File: src/rtl/evtc_pkg.sv
package evtc_pkg;

   // Bit positions inside the configuration word.
   localparam int unsigned CFG_EN_BIT   = 0;
   localparam int unsigned CFG_KERN_BIT = 1;
   localparam int unsigned CFG_USER_BIT = 2;
   localparam int unsigned CFG_EDGE_BIT = 3;
   localparam int unsigned CFG_INV_BIT  = 4;
   localparam int unsigned CFG_IRQ_BIT  = 5;
   localparam int unsigned CFG_THR_LSB  = 6;

   localparam logic [1:0] PRIV_KERNEL = 2'd0;

   // Flag bits in the same order as the low six bits of the word.
   typedef struct packed {
      logic irq_en;
      logic inv;
      logic edge_on;
      logic user_en;
      logic kern_en;
      logic enable;
   } evtc_flags_t;

endpackage

File: src/rtl/evtc_cfg_reg.sv
module evtc_cfg_reg
   import evtc_pkg::*;
#(
   parameter int unsigned THR_W = 4,
   localparam int unsigned CFG_W = CFG_THR_LSB + THR_W
) (
   input  logic              clk,
   input  logic              rst_n,
   input  logic              wr_i,
   input  logic [CFG_W-1:0]  wdata_i,
   output evtc_flags_t       flags_o,
   output logic [THR_W-1:0]  thr_o
);

   logic [CFG_W-1:0] cfg_q;

   always_ff @(posedge clk or negedge rst_n) begin
      if (!rst_n) begin
         cfg_q <= '0;
      end else if (wr_i) begin
         cfg_q <= wdata_i;
      end
   end

   assign flags_o = evtc_flags_t'(cfg_q[CFG_THR_LSB-1:0]);
   assign thr_o   = cfg_q[CFG_THR_LSB +: THR_W];

endmodule

File: src/rtl/evtc_qualify.sv
module evtc_qualify
   import evtc_pkg::*;
#(
   parameter int unsigned EVT_W    = 4,
   parameter int unsigned THR_W    = 4,
   parameter bit          HAS_EDGE = 1'b1
) (
   input  logic              clk,
   input  logic              rst_n,
   input  evtc_flags_t       flags_i,
   input  logic [THR_W-1:0]  thr_i,
   input  logic [EVT_W-1:0]  evt_i,
   input  logic [1:0]        priv_i,
   output logic [EVT_W-1:0]  inc_o
);

   localparam int unsigned CMP_W = (EVT_W > THR_W) ? EVT_W : THR_W;

   logic [CMP_W-1:0] evt_x;
   logic [CMP_W-1:0] thr_x;
   logic             thr_zero;
   logic             at_or_above;
   logic             no_priv_sel;
   logic             priv_ok;
   logic             cond_raw;
   logic             cond_g;
   logic             step;

   assign evt_x       = CMP_W'(evt_i);
   assign thr_x       = CMP_W'(thr_i);
   assign thr_zero    = (thr_i == '0);
   assign at_or_above = (evt_x >= thr_x);

   // Privilege gate: with neither level selected, every level is allowed.
   assign no_priv_sel = !flags_i.kern_en && !flags_i.user_en;
   assign priv_ok     = (priv_i == PRIV_KERNEL) ? (flags_i.kern_en || no_priv_sel)
                                                : (flags_i.user_en || no_priv_sel);

   always_comb begin
      if (thr_zero) begin
         cond_raw = (evt_i != '0);
      end else if (flags_i.inv) begin
         cond_raw = !at_or_above;
      end else begin
         cond_raw = at_or_above;
      end
   end

   assign cond_g = cond_raw && priv_ok;

   generate
      if (HAS_EDGE) begin : g_edge
         logic prev_q;
         always_ff @(posedge clk or negedge rst_n) begin
            if (!rst_n) begin
               prev_q <= 1'b0;
            end else begin
               prev_q <= flags_i.enable ? cond_g : 1'b0;
            end
         end
         assign step = flags_i.edge_on ? (cond_g && !prev_q) : cond_g;
      end else begin : g_level
         assign step = cond_g;
      end
   endgenerate

   always_comb begin
      if (HAS_EDGE && flags_i.edge_on) begin
         inc_o = EVT_W'(step);
      end else if (thr_zero) begin
         inc_o = priv_ok ? evt_i : '0;
      end else begin
         inc_o = EVT_W'(step);
      end
   end

endmodule

File: src/rtl/evtc_accum.sv
module evtc_accum #(
   parameter int unsigned CNT_W = 48,
   parameter int unsigned EVT_W = 4
) (
   input  logic              clk,
   input  logic              rst_n,
   input  logic              en_i,
   input  logic [EVT_W-1:0]  inc_i,
   input  logic              wr_i,
   input  logic [CNT_W-1:0]  wdata_i,
   input  logic              ovf_clr_i,
   output logic [CNT_W-1:0]  cnt_o,
   output logic              ovf_o
);

   logic [CNT_W-1:0] cnt_q;
   logic             ovf_q;
   logic [CNT_W:0]   sum;
   logic             wrap;

   assign sum  = {1'b0, cnt_q} + {{(CNT_W + 1 - EVT_W){1'b0}}, inc_i};
   assign wrap = en_i && !wr_i && sum[CNT_W];

   always_ff @(posedge clk or negedge rst_n) begin
      if (!rst_n) begin
         cnt_q <= '0;
      end else if (wr_i) begin
         cnt_q <= wdata_i;
      end else if (en_i) begin
         cnt_q <= sum[CNT_W-1:0];
      end
   end

   always_ff @(posedge clk or negedge rst_n) begin
      if (!rst_n) begin
         ovf_q <= 1'b0;
      end else if (wrap) begin
         ovf_q <= 1'b1;
      end else if (ovf_clr_i) begin
         ovf_q <= 1'b0;
      end
   end

   assign cnt_o = cnt_q;
   assign ovf_o = ovf_q;

endmodule

File: src/rtl/evtc_counter.sv
module evtc_counter
   import evtc_pkg::*;
#(
   parameter int unsigned EVT_W    = 4,
   parameter int unsigned THR_W    = EVT_W,
   parameter int unsigned CNT_W    = 48,
   parameter bit          HAS_EDGE = 1'b1,
   localparam int unsigned CFG_W   = CFG_THR_LSB + THR_W
) (
   input  logic              clk,
   input  logic              rst_n,
   input  logic [EVT_W-1:0]  evt_i,
   input  logic [1:0]        priv_i,
   input  logic              cfg_wr_i,
   input  logic [CFG_W-1:0]  cfg_wdata_i,
   input  logic              cnt_wr_i,
   input  logic [CNT_W-1:0]  cnt_wdata_i,
   input  logic              ovf_clr_i,
   output logic [CNT_W-1:0]  cnt_o,
   output logic              ovf_o,
   output logic              irq_o
);

   generate
      if (EVT_W < 1) begin : g_bad_evt
         $error("evtc_counter: EVT_W must be at least 1");
      end
      if (THR_W < 1) begin : g_bad_thr
         $error("evtc_counter: THR_W must be at least 1");
      end
      if (CNT_W <= EVT_W) begin : g_bad_cnt
         $error("evtc_counter: CNT_W must exceed EVT_W");
      end
   endgenerate

   evtc_flags_t      flags;
   logic [THR_W-1:0] thr;
   logic [EVT_W-1:0] inc;

   evtc_cfg_reg #(
      .THR_W   (THR_W)
   ) u_cfg (
      .clk     (clk),
      .rst_n   (rst_n),
      .wr_i    (cfg_wr_i),
      .wdata_i (cfg_wdata_i),
      .flags_o (flags),
      .thr_o   (thr)
   );

   evtc_qualify #(
      .EVT_W    (EVT_W),
      .THR_W    (THR_W),
      .HAS_EDGE (HAS_EDGE)
   ) u_qual (
      .clk     (clk),
      .rst_n   (rst_n),
      .flags_i (flags),
      .thr_i   (thr),
      .evt_i   (evt_i),
      .priv_i  (priv_i),
      .inc_o   (inc)
   );

   evtc_accum #(
      .CNT_W     (CNT_W),
      .EVT_W     (EVT_W)
   ) u_acc (
      .clk       (clk),
      .rst_n     (rst_n),
      .en_i      (flags.enable),
      .inc_i     (inc),
      .wr_i      (cnt_wr_i),
      .wdata_i   (cnt_wdata_i),
      .ovf_clr_i (ovf_clr_i),
      .cnt_o     (cnt_o),
      .ovf_o     (ovf_o)
   );

   assign irq_o = ovf_o && flags.irq_en;

endmodule

File: config.mk
export PLATFORM = sky130hd
export DESIGN_NAME = evtc_counter
export DESIGN_NICKNAME = d
export VERILOG_FILES = /design/src/rtl/evtc_pkg.sv /design/src/rtl/evtc_cfg_reg.sv /design/src/rtl/evtc_qualify.sv /design/src/rtl/evtc_accum.sv /design/src/rtl/evtc_counter.sv
export SDC_FILE = /design/constraint.sdc
export NUM_CORES = 1
export LEC_CHECK = 0
export ABC_AREA = 0
export BUFFER_PORTS_ARGS = -buffer_cell sky130_fd_sc_hd__buf_4
export CAP_MARGIN = 30
export CORE_MARGIN = 5
export CORE_UTILIZATION = 40
export CTS_CLUSTER_DIAMETER = 120
export CTS_CLUSTER_SIZE = 12
export DETAILED_ROUTE_END_ITERATION = 6
export PLACE_DENSITY_LB_ADDON = 0.25
export SYNTH_ARGS = -nofsm -noshare
export SYNTH_HDL_FRONTEND = slang
export SYNTH_SLANG_ARGS = --single-unit
File: constraint.sdc
create_clock -name clk -period 8.5 [get_ports clk]
set_input_delay 1.7 -clock clk [delete_from_list [all_inputs] [get_ports clk]]
set_output_delay 1.7 -clock clk [all_outputs]
set_load 0.02 [all_outputs]
Word-level counts from Yosys, hierarchy flattened
Cells that the tools add are included.
Cells by class
  add/sub/neg operators: 1
  order comparisons: 1
  multiplexer cells: 12
  reduce and logical (&&, ||, !) cells: 18
Operators with widths (count)
  48-bit 2-to-1 mux: 2
  48-bit by 4-bit adder with 49-bit output: 1
  4-bit 2-to-1 mux: 3
  1-bit 2-to-1 mux: 7
  1-bit logical AND: 6
  1-bit logical NOT: 5
  4-bit >= comparator: 1
  4-bit logical NOT: 1
  2-bit nonzero test: 2
  4-bit nonzero test: 1
  2-bit logical NOT: 1
  1-bit logical OR: 2
Word-level totals
  bits in registers: 60
  input bits: 69
  output and inout bits: 50
  logic and storage cells: 36

Longest topological paths before layout
  depth in word-level cells: 12
  gate-level depth with buffers: 15
  depth with buffers taken out: 15

Hierarchy
Synthesis repeated with hierarchy kept, for this count alone.
Second synthesis, totals
  cells, all modules: 397
  area total of the unflattened synthesis: 3636.0 µm²
By module, submodules not included
  evtc_accum: times used 1, cells an instance 341, area each 2961.6 µm², sequential area each 1226.2 µm²
  evtc_cfg_reg: times used 1, cells an instance 21, area each 411.6 µm², sequential area each 250.2 µm²
  evtc_qualify: times used 1, cells an instance 34, area each 256.5 µm², sequential area each 25.0 µm²
  evtc_counter: times used 1, cells an instance 1, area each 6.3 µm², sequential area each 0.0 µm²

Worst setup path before layout
Ideal clock, no wire load.
  path type: input to register
  start point: input port evt_i[0]
  end point: register u_acc.cnt_q[24] (netlist: u_acc.cnt_o[24])
  library setup time: 0.125 ns
  data arrival time: 5.103 ns
  required time: 8.375 ns
  slack: 3.273 ns
  stages on the path: 15
  path buffers: 0
  cells stage by stage: inv_1 > ha_1 > nand2b_1 > a2111oi_0 > o21a_1 > o21ai_0 > a221oi_1 > ha_1 > inv_1 > fa_1 > nand2b_1 > a211oi_1 > nand4_1 > xnor2_1 > mux2_2
On the way
  cells in the longest elaborated chain, start to end: 12
  elaborated cells on any way between the ends: 14
  classes of those cells: add/sub (1); order compare (1); mux (8); reduce/logical (4)
RTL lines
  from (decl): line evtc_counter.sv:12  | input logic [EVT_W-1:0] evt_i,
  4-bit >= comparator: line evtc_qualify.sv:32  | assign at_or_above = (evt_x >= thr_x);
  1-bit logical NOT: line evtc_qualify.sv:43  | cond_raw = !at_or_above;
  1-bit 2-to-1 mux: line evtc_qualify.sv:42  | end else if (flags_i.inv) begin
  1-bit 2-to-1 mux: line evtc_qualify.sv:40  | if (thr_zero) begin
  1-bit logical AND: line evtc_qualify.sv:49  | assign cond_g = cond_raw && priv_ok;
  1-bit logical AND: line evtc_qualify.sv:61  | assign step = flags_i.edge_on ? (cond_g && !prev_q) : cond_g;
  1-bit 2-to-1 mux: line evtc_qualify.sv:61
  4-bit 2-to-1 mux: line evtc_qualify.sv:70  | end else if (thr_zero) begin
  4-bit 2-to-1 mux (*): line evtc_qualify.sv:68  | if (HAS_EDGE && flags_i.edge_on) begin
  48-bit by 4-bit adder with 49-bit output (*): line evtc_accum.sv:21  | assign sum = {1'b0, cnt_q} + {{(CNT_W + 1 - EVT_W){1'b0}}, inc_i};
  48-bit 2-to-1 mux (*): line evtc_accum.sv:29  | end else if (en_i) begin
  48-bit 2-to-1 mux (*): line evtc_accum.sv:27  | end else if (wr_i) begin
  to (signal assigned): line evtc_accum.sv:28  | cnt_q <= wdata_i;
  to (signal assigned): line evtc_accum.sv:30  | cnt_q <= sum[CNT_W-1:0];
  to (decl): line evtc_accum.sv:16  | logic [CNT_W-1:0] cnt_q;
Every way passes the cells marked *; elsewhere a longest branch is shown, timed or not. The select of a mux whose other input is x is not followed.
A chain may end at the register's enable or synchronous reset.

Worst setup path after layout
  start point: input port evt_i[0]
  end point: register u_acc.cnt_q[34] (netlist: u_acc.cnt_o[34])
Same word-level chain as after synthesis.

==> flow_metrics.tcl <==
set metrics [dict create \
    outcome "finished clean" \
    ant_nets 0 \
    clockRootBuffer "sky130_fd_sc_hd__clkbuf_8" \
    setup_viol_count_final 0 \
    fin_nets 605 \
    floorplan.io_pins 119 \
    port-buffer-count 118 \
    max-vdd-ir-drop_v 0.0000723 \
    internal_power_w 0.000526 \
    maxSlewViolCount 0 \
    final_critical_path_setup_slack_ps 3160 \
    portion_of_the_post_synthesis_area_used_by_sequential_elements 0.402 \
    power_switching_share 0.321 \
    dp_worst_setup_slack_ps 2640 \
    syn-instance-count 416 \
    max_freq_mhz 187 \
    gp_congestion 0.841 \
    worst-r2r-cell-count 14 \
    grt_pass1_vias 3427 \
    worst_reg2reg_path_endpoint "u_acc.cnt_o[34]" \
    firstDrtPassIters 4 \
    hp-start "u_cfg.cfg_q[5]" \
    dp.final_hpwl_um 7500 \
    cts_setup_buffers 0 \
    synth.largest_area_cell "sky130_fd_sc_hd__dfrtp_1" \
    clk_pin_slew_worst_paths_ps 60 \
    clock_path_buffers 2 \
    tritoncts_sink_count 60 \
    fin_crit_ps 5340 \
    cp-start-kind "input port" \
    diodes 0 \
    post_cts_hold_buffer_count 0 \
    synth_edf_count 0 \
    tritoncts "built" \
    synth_area_leaders "sky130_fd_sc_hd__dfrtp_1 40%, sky130_fd_sc_hd__nand2_1 6.7%, sky130_fd_sc_hd__o21ai_0 4.4%, sky130_fd_sc_hd__xnor2_1 4.0%, sky130_fd_sc_hd__mux2_2 3.6%" \
    final_worst_path_cycle_share 0.629 \
    vias 3517 \
    cts-htree-levels 3 \
    final-hold-violation-count 0 \
    drt_iter0_markers 139 \
    synth.most_common_cell "sky130_fd_sc_hd__nand2_1" \
    min_delay_path_depth 1 \
    post_cts.resized_instances 0 \
    reg2reg_setup_slack_ps 4230 \
    pwr_density_cell_nw_per_um2 160 \
    multi_input_comb_area_um2 2100 \
    clockPowerShare 0.296 \
    share_comb_of_total_power 0.248 \
    layout-drive-gt1-share 0.281 \
    tritoncts_buffers 9 \
    layout.area.seq_um2 1500 \
    netlist_area_um2 3730 \
    dieArea_um2 11400 \
    critPathMaxFanout 6 \
    static_power_due_to_leakage_nw 2.08 \
    grt_antenna_before_repair 0 \
    syn-mean-instance-area_um2 8.97 \
    syn_to_final_growth_pct 30.0 \
    post_drt_wl_per_cell_um 16.1 \
    power.sequential.fraction 0.457 \
    die_width_um 107 \
    postSynthNetCount 494 \
    post-synth-top-area-fraction 0.402 \
    setup-tns-final_ps 0 \
    data_required_time_of_the_worst_path_ps 8720 \
    route.detailed.vias_per_inst 5.48 \
    worst_slew_margin_rel 0.470 \
    postSynth.asyncResetShare 1.00 \
    pin_count_of_the_biggest_net_entering_global_routing 91 \
    wire_length_of_the_first_global_routing_pass_um 17100 \
    hold_end "u_cfg.cfg_q[5]" \
    worst_clock_skew_ps 6.15 \
    crit-reg2reg-launch "u_cfg.cfg_q[6]" \
    net-switching-power_w 0.000248 \
    ys_dominant_reg_cell "sky130_fd_sc_hd__dfrtp_1" \
    synth.yosys.warnings 0 \
    max_slew.worst_pin.slew_ps 795 \
    crit_arrival_ps 5560 \
    endpoint_kind "flip-flop" \
    finalWirelength_um 10300 \
    initial_core_util 0.408 \
    globalRoute.totalOverflow 0 \
    drc 0 \
    synth_seq_cells 60 \
    tightest_hold_check_type "flip-flop to flip-flop" \
    drv_cap 0 \
    unrepaired_setup_endpoints_after_global_routing "no" \
    grt_util_all_layers 0.184 \
    fp-row-count 35 \
    cell_variety_after_synth 50 \
    fill_cells 890 \
    synth_common_cells "67 x sky130_fd_sc_hd__nand2_1, 60 x sky130_fd_sc_hd__dfrtp_1, 33 x sky130_fd_sc_hd__o21ai_0, 20 x sky130_fd_sc_hd__nand3_1" \
    timing_worst_setup_path_type "input port to flip-flop" \
    clock_insertion_delay_worst_skew_ps 340 \
    finalPower_w 0.000775 \
    fp.dieH_um 107 \
    core-area_um2 9150 \
]
-- power groups by stage --
stage	registers, W	clock network (W)	logic [W]
after floorplan	0.000377	0	0.0000810
after global placement	0.000358	0	0.000190
after detailed placement	0.000358	0	0.000194
after CTS	0.000354	0.000237	0.000195
after global routing	0.000360	0.000247	0.000211
final	0.000354	0.000229	0.000192
-- worst max-delay path, stage by stage --
cell	delay, ps
sky130_fd_sc_hd__buf_4	90
sky130_fd_sc_hd__inv_1	40
sky130_fd_sc_hd__ha_1	270
sky130_fd_sc_hd__nand2b_1	140
sky130_fd_sc_hd__a2111oi_0	520
sky130_fd_sc_hd__o21a_1	230
sky130_fd_sc_hd__o21ai_0	70
sky130_fd_sc_hd__a221oi_1	320
sky130_fd_sc_hd__ha_1	260
sky130_fd_sc_hd__inv_1	70
sky130_fd_sc_hd__fa_1	420
sky130_fd_sc_hd__nor2b_1	180
sky130_fd_sc_hd__o21ai_1	230
sky130_fd_sc_hd__a2111oi_4	640
sky130_fd_sc_hd__nor3b_1	100
sky130_fd_sc_hd__a221o_1	290
-- layout make-up --
cell class / instances / share of cell area
flip-flops and latches: 60 / 0.309
repair buffers: 119 / 0.184
clock buffers: 13 / 0.0327
multi-input cells: 323 / 0.433
well taps: 111 / 0.0286
clock inverters: 2 / 0.00206
inverters: 14 / 0.0108
-- through the flow --
step | area [um2] | util | hold slack, ps | instances
2_1_floorplan | 3730 | - | 472 | 416
3_3_place_gp | 4680 | 0.511 | 486 | 626
3_5_place_dp | 4680 | 0.511 | 502 | 626
4_1_cts | 4850 | 0.530 | 519 | 641
5_1_grt | 4850 | 0.530 | 542 | 642
6_report | 4850 | 0.530 | 509 | 642
-- cell families (layout without fill, tap and decap cells) --
| group | Yosys count | in the layout | synth area share |
|---|---|---|---|
| simple gates | 188 | 188 | 0.265 |
| compound gates | 79 | 79 | 0.145 |
| flops | 60 | 60 | 0.402 |
| buf+inv | 33 | 148 | 0.0349 |
| xor+xnor | 29 | 29 | 0.0681 |
| mux | 18 | 18 | 0.0523 |
| fa+ha+maj | 9 | 9 | 0.0322 |
-- metal layers --
layer  up-vias  global-route usage  routed length, um
li1       1735                   -                  -
met1      1683               0.246               4640
met2        90               0.304               5020
met3         9              0.0409                568
met4         0              0.0466                116
met5         -                   0                  0
-- worst max path at each step --
stage | startpoint | to | slack (ps) | depth (start not counted)
after floorplan | evt_i[0] | u_acc.cnt_o[24] | 3270 | 15
after global placement | evt_i[0] | u_acc.cnt_o[24] | 2810 | 16
after detailed placement | evt_i[0] | u_acc.cnt_o[24] | 2640 | 16
after CTS | evt_i[0] | u_acc.cnt_o[24] | 2920 | 16
after global routing | evt_i[0] | u_acc.cnt_o[34] | 2850 | 16
final | evt_i[0] | u_acc.cnt_o[34] | 3160 | 16
-- flip-flops by register name (all words and copies together), names as in the netlist --
name and count:
u_cfg.cfg_q 10, u_qual.g_edge.prev_q 1, u_acc.ovf_o 1, u_acc.cnt_o 48
-- placed cells by master (no fill, tap or decap), drive strengths merged, types with 7 or more instances in the layout --
cell	synthesis	layout
a22oi	9	9
buf	5	119
clkbuf	14	13
dfrtp	60	60
ha	8	8
inv	14	14
mux2	12	12
nand2	67	67
nand3	20	20
nand4	11	11
nor2	17	17
nor2b	7	7
nor3	12	12
nor4	12	12
o21ai	36	36
or4	10	10
xnor2	17	17
xor2	12	12
Power figures use the tool's default switching activity.
